**config.mk**
```make
export PLATFORM = sky130hd
export DESIGN_NAME = gpio_port
export DESIGN_NICKNAME = d
export VERILOG_FILES = /design/src/rtl/gpio_pkg.sv /design/src/rtl/gpio_decode.sv /design/src/rtl/gpio_regs.sv /design/src/rtl/gpio_sync.sv /design/src/rtl/gpio_pinctl.sv /design/src/rtl/gpio_port.sv
export SDC_FILE = /design/constraint.sdc
export NUM_CORES = 1
export LEC_CHECK = 0
export ABC_AREA = 1
export ABC_CLOCK_PERIOD_IN_PS = 1700
export BUFFER_PORTS_ARGS = -buffer_cell sky130_fd_sc_hd__buf_2
export CORE_ASPECT_RATIO = 1.4
export CORE_MARGIN = 3
export CORE_UTILIZATION = 50
export CTS_CLUSTER_DIAMETER = 60
export DETAILED_ROUTE_END_ITERATION = 6
export PLACE_DENSITY = 0.79
export SYNTH_ARGS = -nofsm -noshare
export SYNTH_HDL_FRONTEND = slang
export SYNTH_HIERARCHICAL = 1
export SYNTH_SLANG_ARGS = --single-unit
```
**constraint.sdc**
```tcl
create_clock -name clk -period 1.7 [get_ports clk]
set_input_delay 0 -clock clk [delete_from_list [all_inputs] [get_ports clk]]
set_output_delay 0 -clock clk [all_outputs]
set_load 0.01 [all_outputs]
```
**src/rtl/gpio_pkg.sv**
```systemverilog
package gpio_pkg;

    localparam int OFS_DATA = 'h00;
    localparam int OFS_DIR  = 'h04;
    localparam int OFS_PUE  = 'h08;

    typedef enum logic [1:0] {
        SEL_NONE,
        SEL_DATA,
        SEL_DIR,
        SEL_PUE
    } reg_sel_e;

    typedef struct packed {
        logic oe;
        logic out;
        logic pu;
    } pin_drive_t;

    function automatic reg_sel_e decode_offset(input int unsigned ofs);
        reg_sel_e s;
        if (ofs == OFS_DATA)      s = SEL_DATA;
        else if (ofs == OFS_DIR)  s = SEL_DIR;
        else if (ofs == OFS_PUE)  s = SEL_PUE;
        else                      s = SEL_NONE;
        return s;
    endfunction

endpackage

```
**src/rtl/gpio_decode.sv**
```systemverilog
module gpio_decode #(
    parameter int AW = 8
) (
    input  logic              [AW-1:0] addr,
    input  logic                       wr,
    output gpio_pkg::reg_sel_e         sel,
    output logic                       we_data,
    output logic                       we_dir,
    output logic                       we_pue
);
    import gpio_pkg::*;

    always_comb begin
        sel     = decode_offset(int'(unsigned'(addr)));
        we_data = wr && (sel == SEL_DATA);
        we_dir  = wr && (sel == SEL_DIR);
        we_pue  = wr && (sel == SEL_PUE);
    end
endmodule

```
**src/rtl/gpio_regs.sv**
```systemverilog
module gpio_regs #(
    parameter int W = 8
) (
    input  logic         clk,
    input  logic         rst,
    input  logic         we_data,
    input  logic         we_dir,
    input  logic         we_pue,
    input  logic [W-1:0] wdata,
    output logic [W-1:0] latch_q,
    output logic [W-1:0] dir_q,
    output logic [W-1:0] pue_q
);
    always_ff @(posedge clk) begin
        if (rst) begin
            latch_q <= '0;
            dir_q   <= '0;
            pue_q   <= '0;
        end else begin
            if (we_data) latch_q <= wdata;
            if (we_dir)  dir_q   <= wdata;
            if (we_pue)  pue_q   <= wdata;
        end
    end
endmodule

```
**src/rtl/gpio_sync.sv**
```systemverilog
module gpio_sync #(
    parameter int W      = 8,
    parameter int STAGES = 2
) (
    input  logic         clk,
    input  logic         rst,
    input  logic [W-1:0] async_in,
    output logic [W-1:0] sync_out
);
    localparam int LAST = STAGES - 1;

    for (genvar i = 0; i < W; i++) begin : g_bit
        logic [STAGES-1:0] chain;
        always_ff @(posedge clk) begin
            if (rst) chain <= '0;
            else     chain <= {chain[STAGES-2:0], async_in[i]};
        end
        assign sync_out[i] = chain[LAST];
    end
endmodule

```
**src/rtl/gpio_pinctl.sv**
```systemverilog
module gpio_pinctl #(
    parameter int W = 8
) (
    input  logic [W-1:0] latch_q,
    input  logic [W-1:0] dir_q,
    input  logic [W-1:0] pue_q,
    input  logic [W-1:0] pin_sync,
    output logic [W-1:0] pad_out,
    output logic [W-1:0] pad_oe,
    output logic [W-1:0] pad_pu,
    output logic [W-1:0] data_view
);
    import gpio_pkg::*;

    for (genvar i = 0; i < W; i++) begin : g_pin
        pin_drive_t drv;
        always_comb begin
            drv.oe  = dir_q[i];
            drv.out = latch_q[i];
            drv.pu  = pue_q[i] & ~dir_q[i];
        end
        assign pad_oe[i]    = drv.oe;
        assign pad_out[i]   = drv.out;
        assign pad_pu[i]    = drv.pu;
        assign data_view[i] = dir_q[i] ? latch_q[i] : pin_sync[i];
    end
endmodule

```
**src/rtl/gpio_port.sv**
```systemverilog
module gpio_port #(
    parameter int W      = 8,
    parameter int AW     = 8,
    parameter int STAGES = 2
) (
    input  logic          clk,
    input  logic          rst,
    input  logic [AW-1:0] bus_addr,
    input  logic          bus_wr,
    input  logic [W-1:0]  bus_wdata,
    output logic [W-1:0]  bus_rdata,
    input  logic [W-1:0]  pad_in,
    output logic [W-1:0]  pad_out,
    output logic [W-1:0]  pad_oe,
    output logic [W-1:0]  pad_pu
);
    import gpio_pkg::*;

    reg_sel_e     sel;
    logic         we_data, we_dir, we_pue;
    logic [W-1:0] latch_q, dir_q, pue_q;
    logic [W-1:0] pin_sync, data_view;

    gpio_decode #(.AW(AW)) u_dec (
        .addr    (bus_addr),
        .wr      (bus_wr),
        .sel     (sel),
        .we_data (we_data),
        .we_dir  (we_dir),
        .we_pue  (we_pue)
    );

    gpio_regs #(.W(W)) u_regs (
        .clk     (clk),
        .rst     (rst),
        .we_data (we_data),
        .we_dir  (we_dir),
        .we_pue  (we_pue),
        .wdata   (bus_wdata),
        .latch_q (latch_q),
        .dir_q   (dir_q),
        .pue_q   (pue_q)
    );

    gpio_sync #(.W(W), .STAGES(STAGES)) u_sync (
        .clk      (clk),
        .rst      (rst),
        .async_in (pad_in),
        .sync_out (pin_sync)
    );

    gpio_pinctl #(.W(W)) u_pin (
        .latch_q   (latch_q),
        .dir_q     (dir_q),
        .pue_q     (pue_q),
        .pin_sync  (pin_sync),
        .pad_out   (pad_out),
        .pad_oe    (pad_oe),
        .pad_pu    (pad_pu),
        .data_view (data_view)
    );

    always_comb begin
        unique case (sel)
            SEL_DATA: bus_rdata = data_view;
            SEL_DIR:  bus_rdata = dir_q;
            SEL_PUE:  bus_rdata = pue_q;
            default:  bus_rdata = '0;
        endcase
    end
endmodule

```
==> results of run 1 <==
[cell usage after synthesis, drive strengths merged]
| cell type | count | area share |
|---|---|---|
| clkbuf | 2 | 0.013 |
| buf | 36 | 0.15 |
| nand3 | 32 | 0.087 |
| nor3 | 1 | 0.0023 |
| dfxtp | 40 | 0.37 |
| nor2 | 80 | 0.15 |
| clkinv | 1 | 0.0040 |
| nand2 | 82 | 0.14 |
| inv | 49 | 0.085 |
[area by class of cell]
class	instances	area, sq um
repair buffers	71	408
inverters	50	193
clock inverters	1	5.00
flip-flops and latches	40	801
fillers	408	1690
clock buffers	6	72.6
well taps	43	53.8
multi-input cells	195	831
[metrics by stage]
step	util	hold WS, ps
6_report	0.583	32.9
5_1_grt	0.583	55.5
4_1_cts	0.583	30.1
3_5_place_dp	0.544	205
3_3_place_gp	0.544	200
2_1_floorplan	-	107
[power by group through the flow]
stage	clock (mW)	combinational, mW	sequential (mW)
6_report	0.567	0.126	0.961
5_1_grt	0.634	0.144	0.962
4_1_cts	0.597	0.126	0.961
3_5_place_dp	0	0.112	0.983
3_3_place_gp	0	0.110	0.982
2_1_floorplan	0	0.0914	0.981
[cells in the final DEF (no fill, tap or decap), drive strengths merged]
master and n:
clkbuf 6, nand2 82, nor2 80, buf 63, nand3 32, nor3 1, dfxtp 40, inv 49
clkinv 2, dlygate4sd3 8
[final timing paths]
check                        endpoint  cells after the start  slack, ps                      from
max                      bus_rdata[4]                     10        450               bus_addr[7]
min reg2reg  u_sync/g_bit[2].chain[1]                      2        410  u_sync/g_bit[2].chain[0]
min                   u_regs/dir_q[0]                      5         30              bus_wdata[0]
max reg2reg           u_regs/dir_q[7]                      2       1020           u_regs/dir_q[7]
[flip-flops by register name, indices dropped and copies added, names as in the netlist]
signal,count
u_regs/latch_q,8
u_regs/pue_q,8
u_regs/dir_q,8
u_sync/g_bit.chain,16
[critical path: cells and delay by family]
family	cells	cell delay, ps
and+or+nand+nor	6	700
buffers and inverters	4	560
[logic make-up after synthesis]
kind of cell | after synthesis | share of synthesized area
flip-flops | 40 | 0.368
AND/OR/NAND/NOR | 195 | 0.380
buffers and inverters | 88 | 0.252
[metal layers]
metal  part of all wire  global-route usage
met1               0.41               0.198
met3              0.055              0.0387
met5                  0                   0
met4              0.011              0.0695
met2               0.52               0.301
==> results.json, run 1 <==
{
  "leakagePower_nw": 1.25,
  "layout_min_cycle_time_ps": 1250,
  "ys_ff_latch": 40,
  "min_period_over_period": 0.735,
  "fin_skew_ps": 6.89,
  "cts_buffers": 5,
  "post-place-ws_ps": 450,
  "slowest_stage": "nand2_1",
  "drive_gt1_frac": 0.245,
  "crit_path_cell_trace": "buf_2 -> nor2_1 -> nand2_1 -> inv_2 -> nand2_2 -> nand2_1 -> buf_4 -> nand3_1 -> nand3_1 -> buf_2",
  "die-area_sq_um": 5190,
  "rsz0062_at_grt": "false",
  "pwr-share-comb": 0.076,
  "drv_slew": 0,
  "vias_per_cell": 4.48,
  "wl_microns": 4150,
  "max_cap_violations": 0,
  "max-vdd-ir-drop_v": 0.000435,
  "syn_avg_cell_area_sq_um": 6.73,
  "clkTransAtPathRegs_ps": 70,
  "grt_util_all_layers": 0.175,
  "dr.pass1.iters": 4,
  "root_buffer": "clkbuf_8",
  "grt_pass1_vias": 1619,
  "grt_pass1_wl_microns": 6930,
  "grt_max_degree": 25,
  "start_kind": "primary input",
  "yosys_warnings": 6,
  "port_buffers": 58,
  "clk_latency_ps": 280,
  "num_rows": 27,
  "cts_hold_buffers": 8,
  "wl_per_cell_microns": 10.2,
  "slew_headroom": 0.714,
  "fin_nets": 390,
  "syn-num-nets": 350,
  "place_hpwl_microns": 3070,
  "cp-end-kind": "output port",
  "die_w_microns": 61.7,
  "antenna_found_initial": 0,
  "postLayoutCellArea_sq_um": 2360,
  "post-cts-setup-buffers": 0,
  "path_class": "primary input to output port",
  "totalPowerFinal_mw": 1.65,
  "layout_setup_ws_ps": 450,
  "placed_area_sq_um": 2210,
  "gp_congestion": 0.818,
  "htreeDepth": 2,
  "internal_power_mw": 1.29,
  "power_density_nw_per_um2": 700,
  "synth_cells": 323,
  "fin_tns_setup_ps": 0,
  "yosysUniqueCellTypes": 16,
  "synth_seq_area_share": 0.368,
  "netSwitchingFraction": 0.218,
  "cts_tree": "yes",
  "syn_area_sq_um": 2170,
  "worstPathRequired_ps": 1700,
  "ant_nets": 0,
  "drcViolationCount": 0,
  "grt-ovfl-total": 0,
  "crit_arrival_ps": 1250,
  "dp.cells": 391,
  "ctsResizeCount": 0,
  "seq_power_share": 0.581,
  "p_switching_mw": 0.361,
  "n_antenna_cell": 0,
  "max_slew.worst_pin.slew_ps": 428,
  "cts_sinks": 40,
  "start_util": 0.536,
  "fmax_ghz": 0.800,
  "min_path_type": "primary input to register",
  "num_vias": 1817,
  "syn_to_final_growth_pct": 8.69,
  "cp_max_fo": 10,
  "io_pins": 59,
  "setup_viol": 0,
  "core-area_sq_um": 4050,
  "clockPowerShare": 0.343,
  "slowest_delay_ps": 270,
  "instances_no_fill": 406,
  "drt_first_iter_violations": 78,
  "outcome": "completed",
  "hold_viol": 0,
  "clock_path_buffers": 2,
  "die_y_microns": 84.0
}
(Power assumes the default switching activity.)
==> inputs of run 2 (changes only) <==
--- a/config.mk
+++ b/config.mk
@@ -6,7 +6,7 @@
 export NUM_CORES = 1
 export LEC_CHECK = 0
 export ABC_AREA = 1
-export ABC_CLOCK_PERIOD_IN_PS = 1700
+export ABC_CLOCK_PERIOD_IN_PS = 1250
 export BUFFER_PORTS_ARGS = -buffer_cell sky130_fd_sc_hd__buf_2
 export CORE_ASPECT_RATIO = 1.4
 export CORE_MARGIN = 3
==> constraint.sdc (replaced) <==
create_clock -name clk -period 1.25 [get_ports clk]
set_input_delay 0 -clock clk [delete_from_list [all_inputs] [get_ports clk]]
set_output_delay 0 -clock clk [all_outputs]
set_load 0.01 [all_outputs]
==> run 2 against run 1 <==
Critical path depth down 4. Final area up 3.8%. Clock power up 53%. Clock skew down 2.6 ps. Register-to-register slack worse by 420 ps. Flip-flop and latch count is the same. Via count increased by 1.2%. Wire length shrank 2.0%. Hold slack better by 2.6 ps. Count of clock-buffer cells in the layout rose by 1. Global-route usage fell by 0.28 points. Sequential share of layout area down 1.0 points.
==> results.json, run 2 (synthesis results as in run 1) <==
{
  "clkTransAtPathRegs_ps": 70,
  "num_vias": 1838,
  "clk_latency_ps": 280,
  "dr.pass1.iters": 4,
  "rsz0062_at_grt": "false",
  "antenna_found_initial": 0,
  "fin_util": 0.605,
  "drt_first_iter_violations": 84,
  "holdPathStages": 5,
  "fin_tns_setup_ps": 0,
  "p_switching_mw": 0.518,
  "htreeDepth": 2,
  "leakagePower_nw": 1.28,
  "cts_sinks": 40,
  "crit_arrival_ps": 1160,
  "seq_power_share": 0.556,
  "final_common_cell": "nand2_1",
  "fin_nets": 392,
  "layout_common_cells": "80 x nand2_1, 73 x nor2_1, 58 x buf_2",
  "syn_to_final_growth_pct": 12.8,
  "grt_util_all_layers": 0.172,
  "drcViolationCount": 0,
  "grt_pass1_vias": 1624,
  "min_path_type": "primary input to register",
  "pwr-share-comb": 0.074,
  "clock_path_buffers": 2,
  "drv_slew": 0,
  "cp-end-kind": "output port",
  "fill_cells": 402,
  "port_buffers": 58,
  "fin_skew_ps": 4.28,
  "r2r_slack_ps": 600,
  "gp_congestion": 0.791,
  "io_pins": 59,
  "root_buffer": "clkbuf_8",
  "grt_max_degree": 25,
  "start_kind": "register",
  "place_hpwl_microns": 3040,
  "setup_viol": 0,
  "min_to": "u_regs/dir_q[5]",
  "ant_nets": 0,
  "cts_buffers": 5,
  "grt-ovfl-total": 0,
  "start_util": 0.536,
  "max_slew.worst_pin.slew_ps": 402,
  "num_rows": 27,
  "largest_register_ffs": 16,
  "crit_path_cell_trace": "inv_1 -> nand2_1 -> nand2_1 -> nand3_1 -> nand3_1 -> buf_2",
  "slowest_stage": "dfxtp_1",
  "min_period_over_period": 0.930,
  "die_w_microns": 61.7,
  "max-vdd-ir-drop_v": 0.000615,
  "grt_pass1_wl_microns": 6980,
  "wl_per_cell_microns": 9.95,
  "r2r-end": "u_regs/dir_q[0]",
  "vias_per_cell": 4.49,
  "core-area_sq_um": 4050,
  "slew_headroom": 0.731,
  "slowest_delay_ps": 430,
  "netSwitchingFraction": 0.221,
  "max_cap_violations": 0,
  "hold_viol": 0,
  "internal_power_mw": 1.83,
  "cp_max_fo": 6,
  "fmax_ghz": 0.860,
  "n_antenna_cell": 0,
  "worstPathRequired_ps": 1250,
  "power_density_nw_per_um2": 957,
  "wl_microns": 4070,
  "clockPowerShare": 0.369,
  "rr_worst_depth": 2,
  "die_y_microns": 84.0,
  "outcome": "completed",
  "cts_tree": "yes",
  "path_class": "register to output port",
  "min_from": "bus_wdata[5]",
  "rr_startpoint": "u_regs/dir_q[0]",
  "die-area_sq_um": 5190,
  "layout_min_cycle_time_ps": 1160,
  "regMostFlops": "u_sync/g_bit.chain",
  "drive_gt1_frac": 0.262
}
[run 2: cell count changes in the layout (fill, tap and decap cells not counted), sizes merged]
cell      change
clkbuf        +1
buf           +2
clkinv        -1
clkinvlp      +1
[run 2: timing repair]
item	4_1_cts	5_1_grt
hold buffers	8	0
hold endpoints to repair	8	0
gates resized for setup	0	5
endpoints found under the setup margin	0	4
setup buffers	0	0
[run 2: cell type report]
type                       instances  area [sq um]  area share
inverter                          50           193      0.0785
tap                               43          53.8      0.0219
multi-input combinational        195           831       0.339
timing repair buffer              73           477       0.194
clock buffer                       7          86.3      0.0352
sequential                        40           806       0.328
clock inverter                     1          7.51     0.00306
[run 2: worst max-delay path by stage]
stage	slack, ps	startpoint	end
detailed placement	140	bus_addr[7]	bus_rdata[2]
floorplan	380	bus_addr[7]	u_regs/latch_q[6]
finish	90	u_regs/dir_q[4]	bus_rdata[4]
global route	4	u_regs/dir_q[3]	bus_rdata[3]
CTS	50	u_regs/dir_q[7]	bus_rdata[7]
global placement	160	bus_addr[7]	bus_rdata[7]
[run 2: stage by stage]
step	hold slack, ps	power [mW]	worst slack, ps	std cells	cell area, sq um
floorplan	107	1.46	376	323	2170
global placement	200	1.49	162	393	2270
detailed placement	203	1.49	145	393	2270
CTS	23.5	2.39	49.9	409	2440
global route	45.5	2.46	3.73	409	2450
finish	35.5	2.35	87.4	409	2450
[run 2: power groups by stage]
stage          clock, mW  sequential [mW]  combinational [mW]
6_report           0.867             1.31               0.174
5_1_grt            0.952             1.31               0.201
4_1_cts            0.907             1.31               0.176
3_5_place_dp           0             1.34               0.157
3_3_place_gp           0             1.34               0.154
2_1_floorplan          0             1.33               0.124
[run 2: critical path: cells and delay by family (launching register included)]
kind                   cells  cell delay (ps)
flip-flops                 1              430
buffers and inverters      2              200
AND/OR/NAND/NOR            4              250
[run 2: metal layers]
layer | GRT usage | routed length, microns | up-vias
li1 | - | - | 999
met1 | 0.197 | 1680 | 794
met2 | 0.298 | 2160 | 43
met3 | 0.0449 | 205 | 2
met4 | 0.0502 | 19 | 0
met5 | 0 | 0 | -
